`src/rtl/stk_seq_pkg.sv`:
```
package stk_seq_pkg;
  localparam int STEP_W = 3;
  localparam int OFF_W  = 8;

  typedef enum logic [2:0] {
    OP_PUSH = 3'd0, OP_PULL = 3'd1, OP_CALL = 3'd2,
    OP_RET  = 3'd3, OP_RTI  = 3'd4, OP_BRK  = 3'd5
  } op_e;

  typedef enum logic [1:0] {SRC_PC, SRC_STK, SRC_VEC, SRC_PTR} src_e;
  typedef enum logic [1:0] {WD_PCH, WD_PCL, WD_BYTE}           wd_e;
  typedef enum logic [1:0] {CAP_NONE, CAP_LO, CAP_HI}          cap_e;

  typedef struct packed {
    logic             wr;
    src_e             src;
    logic [OFF_W-1:0] off;
    wd_e              wd;
    cap_e             cap;
    logic             last;
  } step_t;

  function automatic step_t mk(logic wr, src_e src, logic [OFF_W-1:0] off,
                               wd_e wd, cap_e cap, logic last);
    step_t s;
    s.wr = wr; s.src = src; s.off = off; s.wd = wd; s.cap = cap; s.last = last;
    return s;
  endfunction

  function automatic logic op_known(logic [2:0] op);
    return op <= 3'd5;
  endfunction

  // Net change of the stack pointer per operation (two's complement)
  function automatic logic [OFF_W-1:0] sp_delta(logic [2:0] op);
    case (op)
      OP_PUSH: return 8'hFF;
      OP_PULL: return 8'h01;
      OP_CALL: return 8'hFE;
      OP_RET:  return 8'h02;
      OP_RTI:  return 8'h03;
      OP_BRK:  return 8'hFD;
      default: return 8'h00;
    endcase
  endfunction
endpackage

```
`src/rtl/stk_step_rom.sv`:
```
module stk_step_rom
  import stk_seq_pkg::*;
(
  input  logic [2:0]        op,
  input  logic [STEP_W-1:0] step,
  output step_t             cur
);
  always_comb begin
    cur = mk(1'b0, SRC_PC, 8'd0, WD_BYTE, CAP_NONE, 1'b1);
    if (step == 3'd0) begin
      cur = mk(1'b0, SRC_PC, 8'd0, WD_BYTE, CAP_NONE, 1'b0);
    end else if (step == 3'd1) begin
      cur = mk(1'b0, SRC_PC, 8'd1, WD_BYTE,
               (op == OP_CALL) ? CAP_LO : CAP_NONE, 1'b0);
    end else begin
      case (op)
        OP_PUSH: cur = mk(1'b1, SRC_STK, 8'd0, WD_BYTE, CAP_NONE, 1'b1);
        OP_PULL:
          case (step)
            3'd2:    cur = mk(1'b0, SRC_STK, 8'd0, WD_BYTE, CAP_NONE, 1'b0);
            default: cur = mk(1'b0, SRC_STK, 8'd1, WD_BYTE, CAP_LO,   1'b1);
          endcase
        OP_CALL:
          case (step)
            3'd2:    cur = mk(1'b0, SRC_STK, 8'd0,   WD_BYTE, CAP_NONE, 1'b0);
            3'd3:    cur = mk(1'b1, SRC_STK, 8'd0,   WD_PCH,  CAP_NONE, 1'b0);
            3'd4:    cur = mk(1'b1, SRC_STK, 8'hFF,  WD_PCL,  CAP_NONE, 1'b0);
            default: cur = mk(1'b0, SRC_PC,  8'd2,   WD_BYTE, CAP_HI,   1'b1);
          endcase
        OP_RET:
          case (step)
            3'd2:    cur = mk(1'b0, SRC_STK, 8'd0, WD_BYTE, CAP_NONE, 1'b0);
            3'd3:    cur = mk(1'b0, SRC_STK, 8'd1, WD_BYTE, CAP_LO,   1'b0);
            3'd4:    cur = mk(1'b0, SRC_STK, 8'd2, WD_BYTE, CAP_HI,   1'b0);
            default: cur = mk(1'b0, SRC_PTR, 8'd0, WD_BYTE, CAP_NONE, 1'b1);
          endcase
        OP_RTI:
          case (step)
            3'd2:    cur = mk(1'b0, SRC_STK, 8'd0, WD_BYTE, CAP_NONE, 1'b0);
            3'd3:    cur = mk(1'b0, SRC_STK, 8'd1, WD_BYTE, CAP_NONE, 1'b0);
            3'd4:    cur = mk(1'b0, SRC_STK, 8'd2, WD_BYTE, CAP_LO,   1'b0);
            default: cur = mk(1'b0, SRC_STK, 8'd3, WD_BYTE, CAP_HI,   1'b1);
          endcase
        default:
          case (step)
            3'd2:    cur = mk(1'b1, SRC_STK, 8'd0,  WD_PCH,  CAP_NONE, 1'b0);
            3'd3:    cur = mk(1'b1, SRC_STK, 8'hFF, WD_PCL,  CAP_NONE, 1'b0);
            3'd4:    cur = mk(1'b1, SRC_STK, 8'hFE, WD_BYTE, CAP_NONE, 1'b0);
            3'd5:    cur = mk(1'b0, SRC_VEC, 8'd0,  WD_BYTE, CAP_LO,   1'b0);
            default: cur = mk(1'b0, SRC_VEC, 8'd1,  WD_BYTE, CAP_HI,   1'b1);
          endcase
      endcase
    end
  end
endmodule

```
`src/rtl/stk_addr_gen.sv`:
```
module stk_addr_gen
  import stk_seq_pkg::*;
#(
  parameter int                  ADDR_W     = 16,
  parameter logic [ADDR_W-9:0]   STACK_PAGE = 'h01,
  parameter logic [ADDR_W-1:0]   VEC_BASE   = '1 - 1
) (
  input  src_e              src,
  input  logic [OFF_W-1:0]  off,
  input  logic [ADDR_W-1:0] pc,
  input  logic [OFF_W-1:0]  sp,
  input  logic [ADDR_W-1:0] ptr,
  output logic [ADDR_W-1:0] addr
);
  logic [OFF_W-1:0] stk_lo;
  assign stk_lo = sp + off;   // wraps inside the page

  always_comb begin
    case (src)
      SRC_PC:  addr = pc + ADDR_W'(off);
      SRC_STK: addr = {STACK_PAGE, stk_lo};
      SRC_VEC: addr = VEC_BASE + ADDR_W'(off);
      default: addr = ptr;
    endcase
  end
endmodule

```
`src/rtl/stk_seq_ctrl.sv`:
```
module stk_seq_ctrl
  import stk_seq_pkg::*;
(
  input  logic              clk,
  input  logic              rst_n,
  input  logic              start,
  input  logic              op_ok,
  input  logic              last,
  output logic              accept,
  output logic              busy,
  output logic [STEP_W-1:0] step
);
  assign accept = start & op_ok & ~busy;

  always_ff @(posedge clk) begin
    if (!rst_n) begin
      busy <= 1'b0;
      step <= '0;
    end else if (accept) begin
      busy <= 1'b1;
      step <= '0;
    end else if (busy) begin
      if (last) begin
        busy <= 1'b0;
        step <= '0;
      end else begin
        step <= step + 1'b1;
      end
    end
  end
endmodule

```
`src/rtl/stk_bus_seq.sv`:
```
module stk_bus_seq
  import stk_seq_pkg::*;
#(
  parameter int ADDR_W = 16,
  localparam int DW    = ADDR_W / 2
) (
  input  logic              clk,
  input  logic              rst_n,
  input  logic              start,
  input  logic [2:0]        op_sel,
  input  logic [ADDR_W-1:0] pc_in,
  input  logic [DW-1:0]     sp_in,
  input  logic [DW-1:0]     wr_byte,
  input  logic [DW-1:0]     rd_data,
  output logic              bus_valid,
  output logic              bus_write,
  output logic [ADDR_W-1:0] bus_addr,
  output logic [DW-1:0]     bus_wdata,
  output logic              busy,
  output logic              done,
  output logic [DW-1:0]     sp_out,
  output logic [ADDR_W-1:0] target
);
  logic              accept;
  logic [STEP_W-1:0] step;
  step_t             cur;
  logic [2:0]        op_q;
  logic [ADDR_W-1:0] pc_q, pc_ret, addr_raw;
  logic [DW-1:0]     sp_q, wb_q, lo_q, hi_q, lo_n, hi_n;

  stk_seq_ctrl u_ctrl (
    .clk(clk), .rst_n(rst_n), .start(start), .op_ok(op_known(op_sel)),
    .last(cur.last), .accept(accept), .busy(busy), .step(step)
  );

  stk_step_rom u_rom (.op(op_q), .step(step), .cur(cur));

  stk_addr_gen #(.ADDR_W(ADDR_W)) u_addr (
    .src(cur.src), .off(cur.off), .pc(pc_q), .sp(sp_q),
    .ptr({hi_q, lo_q}), .addr(addr_raw)
  );

  assign pc_ret = pc_q + ADDR_W'(2);
  assign lo_n   = (cur.cap == CAP_LO) ? rd_data : lo_q;
  assign hi_n   = (cur.cap == CAP_HI) ? rd_data : hi_q;

  assign bus_valid = busy;
  assign bus_write = busy & cur.wr;
  assign bus_addr  = busy ? addr_raw : '0;
  assign done      = busy & cur.last;

  always_comb begin
    bus_wdata = '0;
    if (bus_write) begin
      case (cur.wd)
        WD_PCH:  bus_wdata = pc_ret[ADDR_W-1:DW];
        WD_PCL:  bus_wdata = pc_ret[DW-1:0];
        default: bus_wdata = wb_q;
      endcase
    end
  end

  always_ff @(posedge clk) begin
    if (!rst_n) begin
      op_q   <= '0;
      pc_q   <= '0;
      sp_q   <= '0;
      wb_q   <= '0;
      lo_q   <= '0;
      hi_q   <= '0;
      sp_out <= '0;
      target <= '0;
    end else if (accept) begin
      op_q <= op_sel;
      pc_q <= pc_in;
      sp_q <= sp_in;
      wb_q <= wr_byte;
      lo_q <= '0;
      hi_q <= '0;
    end else if (busy) begin
      lo_q <= lo_n;
      hi_q <= hi_n;
      if (cur.last) begin
        sp_out <= sp_q + sp_delta(op_q);
        target <= {hi_n, lo_n};
      end
    end
  end
endmodule

```
`config.mk`:
```
export PLATFORM = sky130hd
export DESIGN_NAME = stk_bus_seq
export DESIGN_NICKNAME = d
export VERILOG_FILES = /design/src/rtl/stk_seq_pkg.sv /design/src/rtl/stk_step_rom.sv /design/src/rtl/stk_addr_gen.sv /design/src/rtl/stk_seq_ctrl.sv /design/src/rtl/stk_bus_seq.sv
export SDC_FILE = /design/constraint.sdc
export NUM_CORES = 1
export LEC_CHECK = 0
export BUFFER_PORTS_ARGS = -buffer_cell sky130_fd_sc_hd__buf_2
export CORE_ASPECT_RATIO = 1.4
export CORE_MARGIN = 4
export CORE_UTILIZATION = 41
export DETAILED_ROUTE_END_ITERATION = 10
export GPL_ROUTABILITY_DRIVEN = 1
export PLACE_DENSITY = 0.65
export SLEW_MARGIN = 40
export SYNTH_ARGS = -nofsm -noshare
export SYNTH_HDL_FRONTEND = slang
export SYNTH_SLANG_ARGS = --single-unit
```
`constraint.sdc`:
```
create_clock -name clk -period 5.9 [get_ports clk]
set_input_delay 0 -clock clk [delete_from_list [all_inputs] [get_ports clk]]
set_output_delay 0 -clock clk [all_outputs]
set_load 0.1 [all_outputs]
```
==> results.sh, run 1 <==
export IMPL_die_area_um2=16200
export IMPL_vias=5455
export IMPL_p_leak_nw=2.98
export IMPL_synth_fa_ha_area_share_pct=7.70
export IMPL_vias_per_cell=5.43
export IMPL_worst_pin_slew_ns=0.819
export IMPL_reg2reg_slack_ns=2.80
export IMPL_numClockSinks=79
export IMPL_initial_utilization_pct=41.8
export IMPL_setup_viol=0
export IMPL_hold_buffers=42
export IMPL_drt_wl_total_mm=16.3
export IMPL_cts_max_path_buffers=2
export IMPL_overflow=0
export IMPL_synth_distinct_cells=84
export IMPL_cts_root_buf="clkbuf_16"
export IMPL_seq_area_um2=1580
export IMPL_cts_setup_buffers=0
export IMPL_antenna_left=0
export IMPL_worst_slack_ns=0.719
export IMPL_synth_nets=778
export IMPL_synth_seq_cells=79
export IMPL_synth_mux_area_share_pct=8.17
export IMPL_synth_largest_area_cell="dfxtp_1"
export IMPL_path_common_cell="a21oi_1"
export IMPL_grt_pass1_wl_mm=26.5
export IMPL_async_flop_share_pct=0
export IMPL_cts_tree="built"
export IMPL_drive_gt1_share_pct=19.4
export IMPL_wl_per_cell_um=16.2
export IMPL_path_class="register to output pin"
export IMPL_gp_congestion=0.912
export IMPL_vdd_drop_max_uv=123
export IMPL_syn_inst=698
export IMPL_slowest_stage="dfxtp_1"
export IMPL_hold_path_class="input pin to register"
export IMPL_finClkSkew_ns=0.00950
export IMPL_fin_tns_setup_ns=0
export IMPL_power_density_nw_per_um2=209
export IMPL_drv_slew=0
export IMPL_path_cells="inv_1 > ha_1 > a21oi_1 > o311ai_0 > a222oi_1 > a21oi_1 > ha_1 > fa_1 > a211o_1 > a21oi_1 > o221ai_1 > xnor2_1 > a221oi_1 > buf_2"
export IMPL_dr_first_iter_drc_count=246
export IMPL_synth_edf_count=0
export IMPL_multi_input_area_um2=3960
export IMPL_fin_crit_ns=5.18
export IMPL_end_kind="output pin"
export IMPL_finalHoldViolations=0
export IMPL_fin_nets=896
export IMPL_yosysWarnings=0
export IMPL_grt_usage_pct=20.6
export IMPL_clk_latency_ns=0.34
export IMPL_dp_slack_ns=1.07
export IMPL_htreeDepth=3
export IMPL_critPathArrivalTime_ns=5.18
export IMPL_fillers=1372
export IMPL_fp_dieW_um=109
export IMPL_antenna_found_initial=0
export IMPL_slew_headroom_pct=45.3
export IMPL_synthToLayoutAreaGrowth_pct=22.5
export IMPL_ios=98
export IMPL_synth_area_leaders="dfxtp_1 (27%), mux2i_1 (7.4%), nand2_1 (7.3%), ha_1 (6.7%), a21boi_0 (4.6%)"
export IMPL_rsz0062_at_grt="false"
export IMPL_cap_violations=0
export IMPL_yosysSeqAreaShare_pct=27.2
export IMPL_max_freq_mhz=193
export IMPL_max_stage_delay_ns=0.66
export IMPL_core_area_um2=13900
export IMPL_synth_compound_area_share_pct=27.6
export IMPL_synth_xor_area_share_pct=3.91
export IMPL_whs_ns=0.000791
export IMPL_synth_top_area_share_pct=27.2
export IMPL_critPathMaxFanout=19
export IMPL_first_pass_iters=5
export IMPL_grt_max_degree=47
export IMPL_drc=0
export IMPL_synth_top_family_by_area="compound AO/OA/AOI/OAI gates"
export IMPL_start_kind="register"
export IMPL_synth_avg_cell_area_um2=8.34
export IMPL_io_buffers=97
export IMPL_finalCritPeriodShare_pct=87.8
export IMPL_synth_flop_cell="dfxtp_1"
export IMPL_rows=51
export IMPL_cts_resized=0
export IMPL_die_y_um=149
export IMPL_grt_pass1_vias=5300
export IMPL_clkSlewWorstSetupHoldPaths_ns=0.06
export IMPL_required_ns=5.90
export IMPL_antenna_cells=0
export IMPL_dpl_hpwl_mm=12.4
export IMPL_status="finished, final reports clean"
export IMPL_yosys_area_share_simple_pct=20.5
export IMPL_synth_cell_area_um2=5820
export IMPL_numCtsBuffers=9
==> flip-flops by register name (all words and copies together) (netlist names) <==
| signal | cells |
|---|---|
| u_ctrl.step | 3 |
| u_ctrl.busy | 1 |
| op_q | 3 |
| sp_q | 8 |
| wb_q | 8 |
| sp_out | 8 |
| pc_q | 16 |
| hi_q | 8 |
| lo_q | 8 |
| target | 16 |
==> cells in the final DEF, fill, tap and decap left out, types with 5 or more instances in the layout <==
cell and instances:
buf_2 97, inv_1 18, nand2_1 113, a211o_1 5, o2bb2ai_2 10, xor2_1 9, a21o_1 11, or2_2 5
dfxtp_1 79, nand2b_1 6, nor3_1 13, and3_1 7, buf_4 8, o21ai_0 18, a31oi_1 9, ha_1 31
a21boi_0 36, nor2b_1 9, nor2_1 50, nand3_1 8, a211oi_1 7, o21ai_1 7, clkbuf_16 9, o2bb2ai_1 8
o22ai_1 6, o21a_1 7, mux2i_1 43, dlygate4sd3_1 42, xnor2_1 17, a21oi_1 30
==> power breakdown <==
part	internal, mW	leakage [nW]	total (mW)	switching, mW
registers	0.551	0.641	0.581	0.0297
clock network	0.380	0.159	0.597	0.217
logic	0.121	2.18	0.314	0.194
total	1.05	2.98	1.49	0.440
==> Yosys cell counts, drive strengths merged, types with 3 or more instances <==
library cell    n
o21ai          28
nor2b          11
nor4bb          3
inv            18
o311ai          3
o22ai           6
nor3           16
mux2i          43
o31a            3
dfxtp          79
nand2b          6
or2             7
a21boi         38
o21a            7
o2bb2ai        18
a311oi          4
nand4           3
a21oi          31
ha             31
buf            18
o31ai           3
xnor2          17
nand3           8
nor2           51
clkbuf         22
fa              3
a22o            4
a211o           5
a21o           11
o211ai          4
o221ai          3
and3            7
a211oi          8
or3             4
nand2         113
a221oi          4
a31oi           9
xor2            9
and2            4
mux2            4
==> kinds of logic after synthesis <==
family | Yosys count
simple gates | 245
compound gates | 208
flops | 79
buf+inv | 59
mux | 47
fa+ha+maj | 34
xor+xnor | 26
==> metal layers <==
| metal | routed length (um) | vias up | part of all wire, % | track usage [%] |
|---|---|---|---|---|
| li1 | - | 2764 | - | - |
| met1 | 7130 | 2521 | 44 | 25.5 |
| met2 | 8090 | 145 | 50 | 36.0 |
| met3 | 664 | 25 | 4.1 | 3.20 |
| met4 | 398 | 0 | 2.4 | 7.01 |
| met5 | 0 | - | 0 | 0 |
==> layout make-up <==
class                           count  share of cell area (%)
Clock buffer                       10                    3.35
Clock inverter                      5                    1.16
Inverter                           19                    1.00
Multi-Input combinational cell    560                    55.5
Sequential cell                    79                    22.2
Tap cell                          185                    3.25
Timing Repair Buffer              147                    13.6
==> path summary, 6_finish.rpt <==
kind / startpoint / end / cells past startpoint
setup / recovery: u_ctrl.step[2] / bus_addr[8] / 14
hold / removal: rd_data[5] / lo_q[5] / 3
setup reg to reg: u_ctrl.step[2] / target[6] / 8
hold reg to reg: target[3] / target[3] / 1
==> stage by stage <==
step                      cell area (um^2)  utilization, %  power, mW  std cells
after CTS                             7130            51.2       1.50       1005
after global placement                6370            45.8      0.883        947
after detailed placement              6390            45.9      0.885        948
final                                 7130            51.2       1.49       1005
after floorplan                       5820               -      0.814        698
after global routing                  7130            51.2       1.56       1005
==> worst max-delay path, delay by kind of cell (launching register included) <==
family,cells,cell delay [ns]
AO/OA/AOI/OAI,8,2.13
adder cells (fa/ha/maj),3,1.07
buffers and inverters,2,0.76
flip-flops,1,0.66
XOR/XNOR,1,0.22
No activity file was read; power rests on OpenSTA's default activity.
==> run 2: changes to the inputs <==
CORE_UTILIZATION = 55   (was 41)
PLACE_DENSITY = 0.83   (was 0.65)
SYNTH_HIERARCHICAL = 1   (was default)
==> results.sh, run 2 <==
export IMPL_status="finished, final reports clean"
export IMPL_ios=98
export IMPL_vias=5485
export IMPL_dpl_hpwl_mm=10.4
export IMPL_fp_dieW_um=93.4
export IMPL_hold_path_class="input pin to register"
export IMPL_die_y_um=128
export IMPL_fillers=780
export IMPL_drv_slew=0
export IMPL_cts_max_path_buffers=2
export IMPL_synth_edf_count=0
export IMPL_final_common_cell="buf_2"
export IMPL_setup_viol=0
export IMPL_gp_congestion=0.984
export IMPL_cts_root_buf="clkbuf_16"
export IMPL_synth_distinct_cells=73
export IMPL_p_leak_nw=2.95
export IMPL_async_flop_share_pct=0
export IMPL_antenna_found_initial=0
export IMPL_critPathMaxFanout=16
export IMPL_drc=0
export IMPL_drt_wl_total_mm=15.2
export IMPL_io_buffers=97
export IMPL_required_ns=5.90
export IMPL_path_cells="nor2b_2 > and3_1 > a21oi_1 > o221ai_1 > ha_1 > inv_1 > fa_1 > nor2b_1 > o2111ai_1 > a21oi_2 > o2111ai_2 > xnor2_1 > a221o_1 > and2_1 > buf_2"
export IMPL_clkSlewWorstSetupHoldPaths_ns=0.06
export IMPL_first_pass_iters=5
export IMPL_end_kind="output pin"
export IMPL_clk_latency_ns=0.34
export IMPL_drive_gt1_share_pct=18.4
export IMPL_synth_flop_cell="dfxtp_1"
export IMPL_vias_per_cell=5.91
export IMPL_crit_family="compound AO/OA/AOI/OAI gates"
export IMPL_grt_pass1_vias=5343
export IMPL_path_class="register to output pin"
export IMPL_most_common_layout_cells="buf_2 (97), dfxtp_1 (79), nand2_1 (71)"
export IMPL_seq_area_um2=1580
export IMPL_reg_top3="pc_q x16, target x16"
export IMPL_core_area_um2=9950
export IMPL_critPathArrivalTime_ns=4.45
export IMPL_grt_max_degree=73
export IMPL_fin_tns_setup_ns=0
export IMPL_power_density_nw_per_um2=202
export IMPL_final_area_um2=6840
export IMPL_antenna_left=0
export IMPL_htreeDepth=3
export IMPL_cts_tree="built"
export IMPL_synthToLayoutAreaGrowth_pct=21.9
export IMPL_initial_utilization_pct=56.4
export IMPL_numCtsBuffers=9
export IMPL_slowest_stage="dfxtp_1"
export IMPL_start_kind="register"
export IMPL_finalCritPeriodShare_pct=75.5
export IMPL_synth_cell_area_um2=5610
export IMPL_place_area_um2=6100
export IMPL_cp_num_buf_inv=2
export IMPL_slew_headroom_pct=50.6
export IMPL_dr_first_iter_drc_count=417
export IMPL_yosysMostFrequentCell="dfxtp_1"
export IMPL_multi_input_area_um2=3730
export IMPL_overflow=0
export IMPL_crit_cells=15
export IMPL_finalHoldViolations=0
export IMPL_yosysWarnings=6
export IMPL_yosysSeqAreaShare_pct=28.2
export IMPL_max_freq_mhz=225
export IMPL_worst_pin_slew_ns=0.740
export IMPL_finClkSkew_ns=0.00513
export IMPL_fin_nets=857
export IMPL_grt_usage_pct=25.7
export IMPL_vdd_drop_max_uv=162
export IMPL_synth_seq_cells=79
export IMPL_die_area_um2=11900
export IMPL_antenna_cells=0
export IMPL_synth_largest_area_cell="dfxtp_1"
export IMPL_rsz0062_at_grt="false"
export IMPL_wl_per_cell_um=16.4
export IMPL_cts_setup_buffers=0
export IMPL_rows=43
export IMPL_max_stage_delay_ns=0.70
export IMPL_synth_common_cells="dfxtp_1 (79), nand2_1 (71), mux2i_1 (55)"
export IMPL_reg2reg_depth=7
export IMPL_hold_depth=4
export IMPL_cap_violations=0
export IMPL_syn_inst=676
export IMPL_synth_top_area_share_pct=28.2
export IMPL_grt_pass1_wl_mm=25.2
export IMPL_fin_crit_ns=4.45
export IMPL_synth_area_leaders="dfxtp_1 (28%), mux2i_1 (9.8%), nand2_1 (4.7%), nor2b_1 (4.6%), ha_1 (4.5%)"
export IMPL_numClockSinks=79
export IMPL_synth_nets=745
export IMPL_synth_avg_cell_area_um2=8.30
[run 2: where the power goes]
| part | switching (mW) | internal, mW | leakage [nW] | total (mW) |
|---|---|---|---|---|
| Sequential | 0.0340 | 0.551 | 0.642 | 0.585 |
| Combinational | 0.142 | 0.105 | 2.16 | 0.247 |
| Clock | 0.214 | 0.339 | 0.146 | 0.553 |
[run 2: stage by stage]
step / util (%) / setup WS [ns] / hold WS (ns) / power [mW] / std cells
3_3_place_gp: 61.3 / 2.05 / 0.253 / 0.805 / 868
5_1_grt: 68.7 / 1.17 / 0.353 / 1.44 / 928
3_5_place_dp: 61.3 / 1.91 / 0.266 / 0.814 / 868
4_1_cts: 68.7 / 1.54 / 0.315 / 1.39 / 928
2_1_floorplan: - / 1.22 / 0.137 / 0.759 / 676
6_report: 68.7 / 1.45 / 0.316 / 1.38 / 928
[run 2: final timing paths]
path	startpoint	end	slack, ns
min	rst_n	u_ctrl/step[1]	0.32
max reg2reg	op_q[2]	sp_out[6]	3.11
max	op_q[1]	bus_addr[14]	1.45
min reg2reg	sp_out[0]	sp_out[0]	0.48
[run 2: kinds of logic after synthesis]
group	share of synthesized area, %
AOI/OAI and AO/OA	21.1
xor gates and xnor gates	5.31
adders and majority gates	5.53
buffers and inverters	5.53
DFF	28.2
muxes	10.6
and+or+nand+nor	23.8
[run 2: timing repair]
| item | 4_1_cts | 5_1_grt |
|---|---|---|
| endpoints found under the hold margin | 51 | 0 |
| setup endpoints to repair | 0 | 0 |
| hold buffers | 44 | 0 |
| resized for setup | 0 | 0 |
[run 2: layout make-up]
cell class                      count  area share, %
Clock buffer                       11           3.55
Clock inverter                      5          0.823
Inverter                           21           1.15
Multi-Input combinational cell    528           54.5
Sequential cell                    79           23.1
Tap cell                          135           2.47
Timing Repair Buffer              149           14.4
[run 2: metal layers]
layer,up-vias,wire length [um],global-route usage [%]
met4,0,614,12.0
met3,57,878,4.48
met1,2534,6180,30.8
met2,238,7550,44.3
met5,-,0,0
li1,2656,-,-
[run 2: worst reg2reg max path, stage by stage, from the launching register on]
cell and delay, ns:
dfxtp_1 0.80, mux2i_1 0.29, fa_1 0.54, or4_1 0.42
a211oi_1 0.29, a41oi_1 0.10, nand4_1 0.13, o211ai_1 0.09
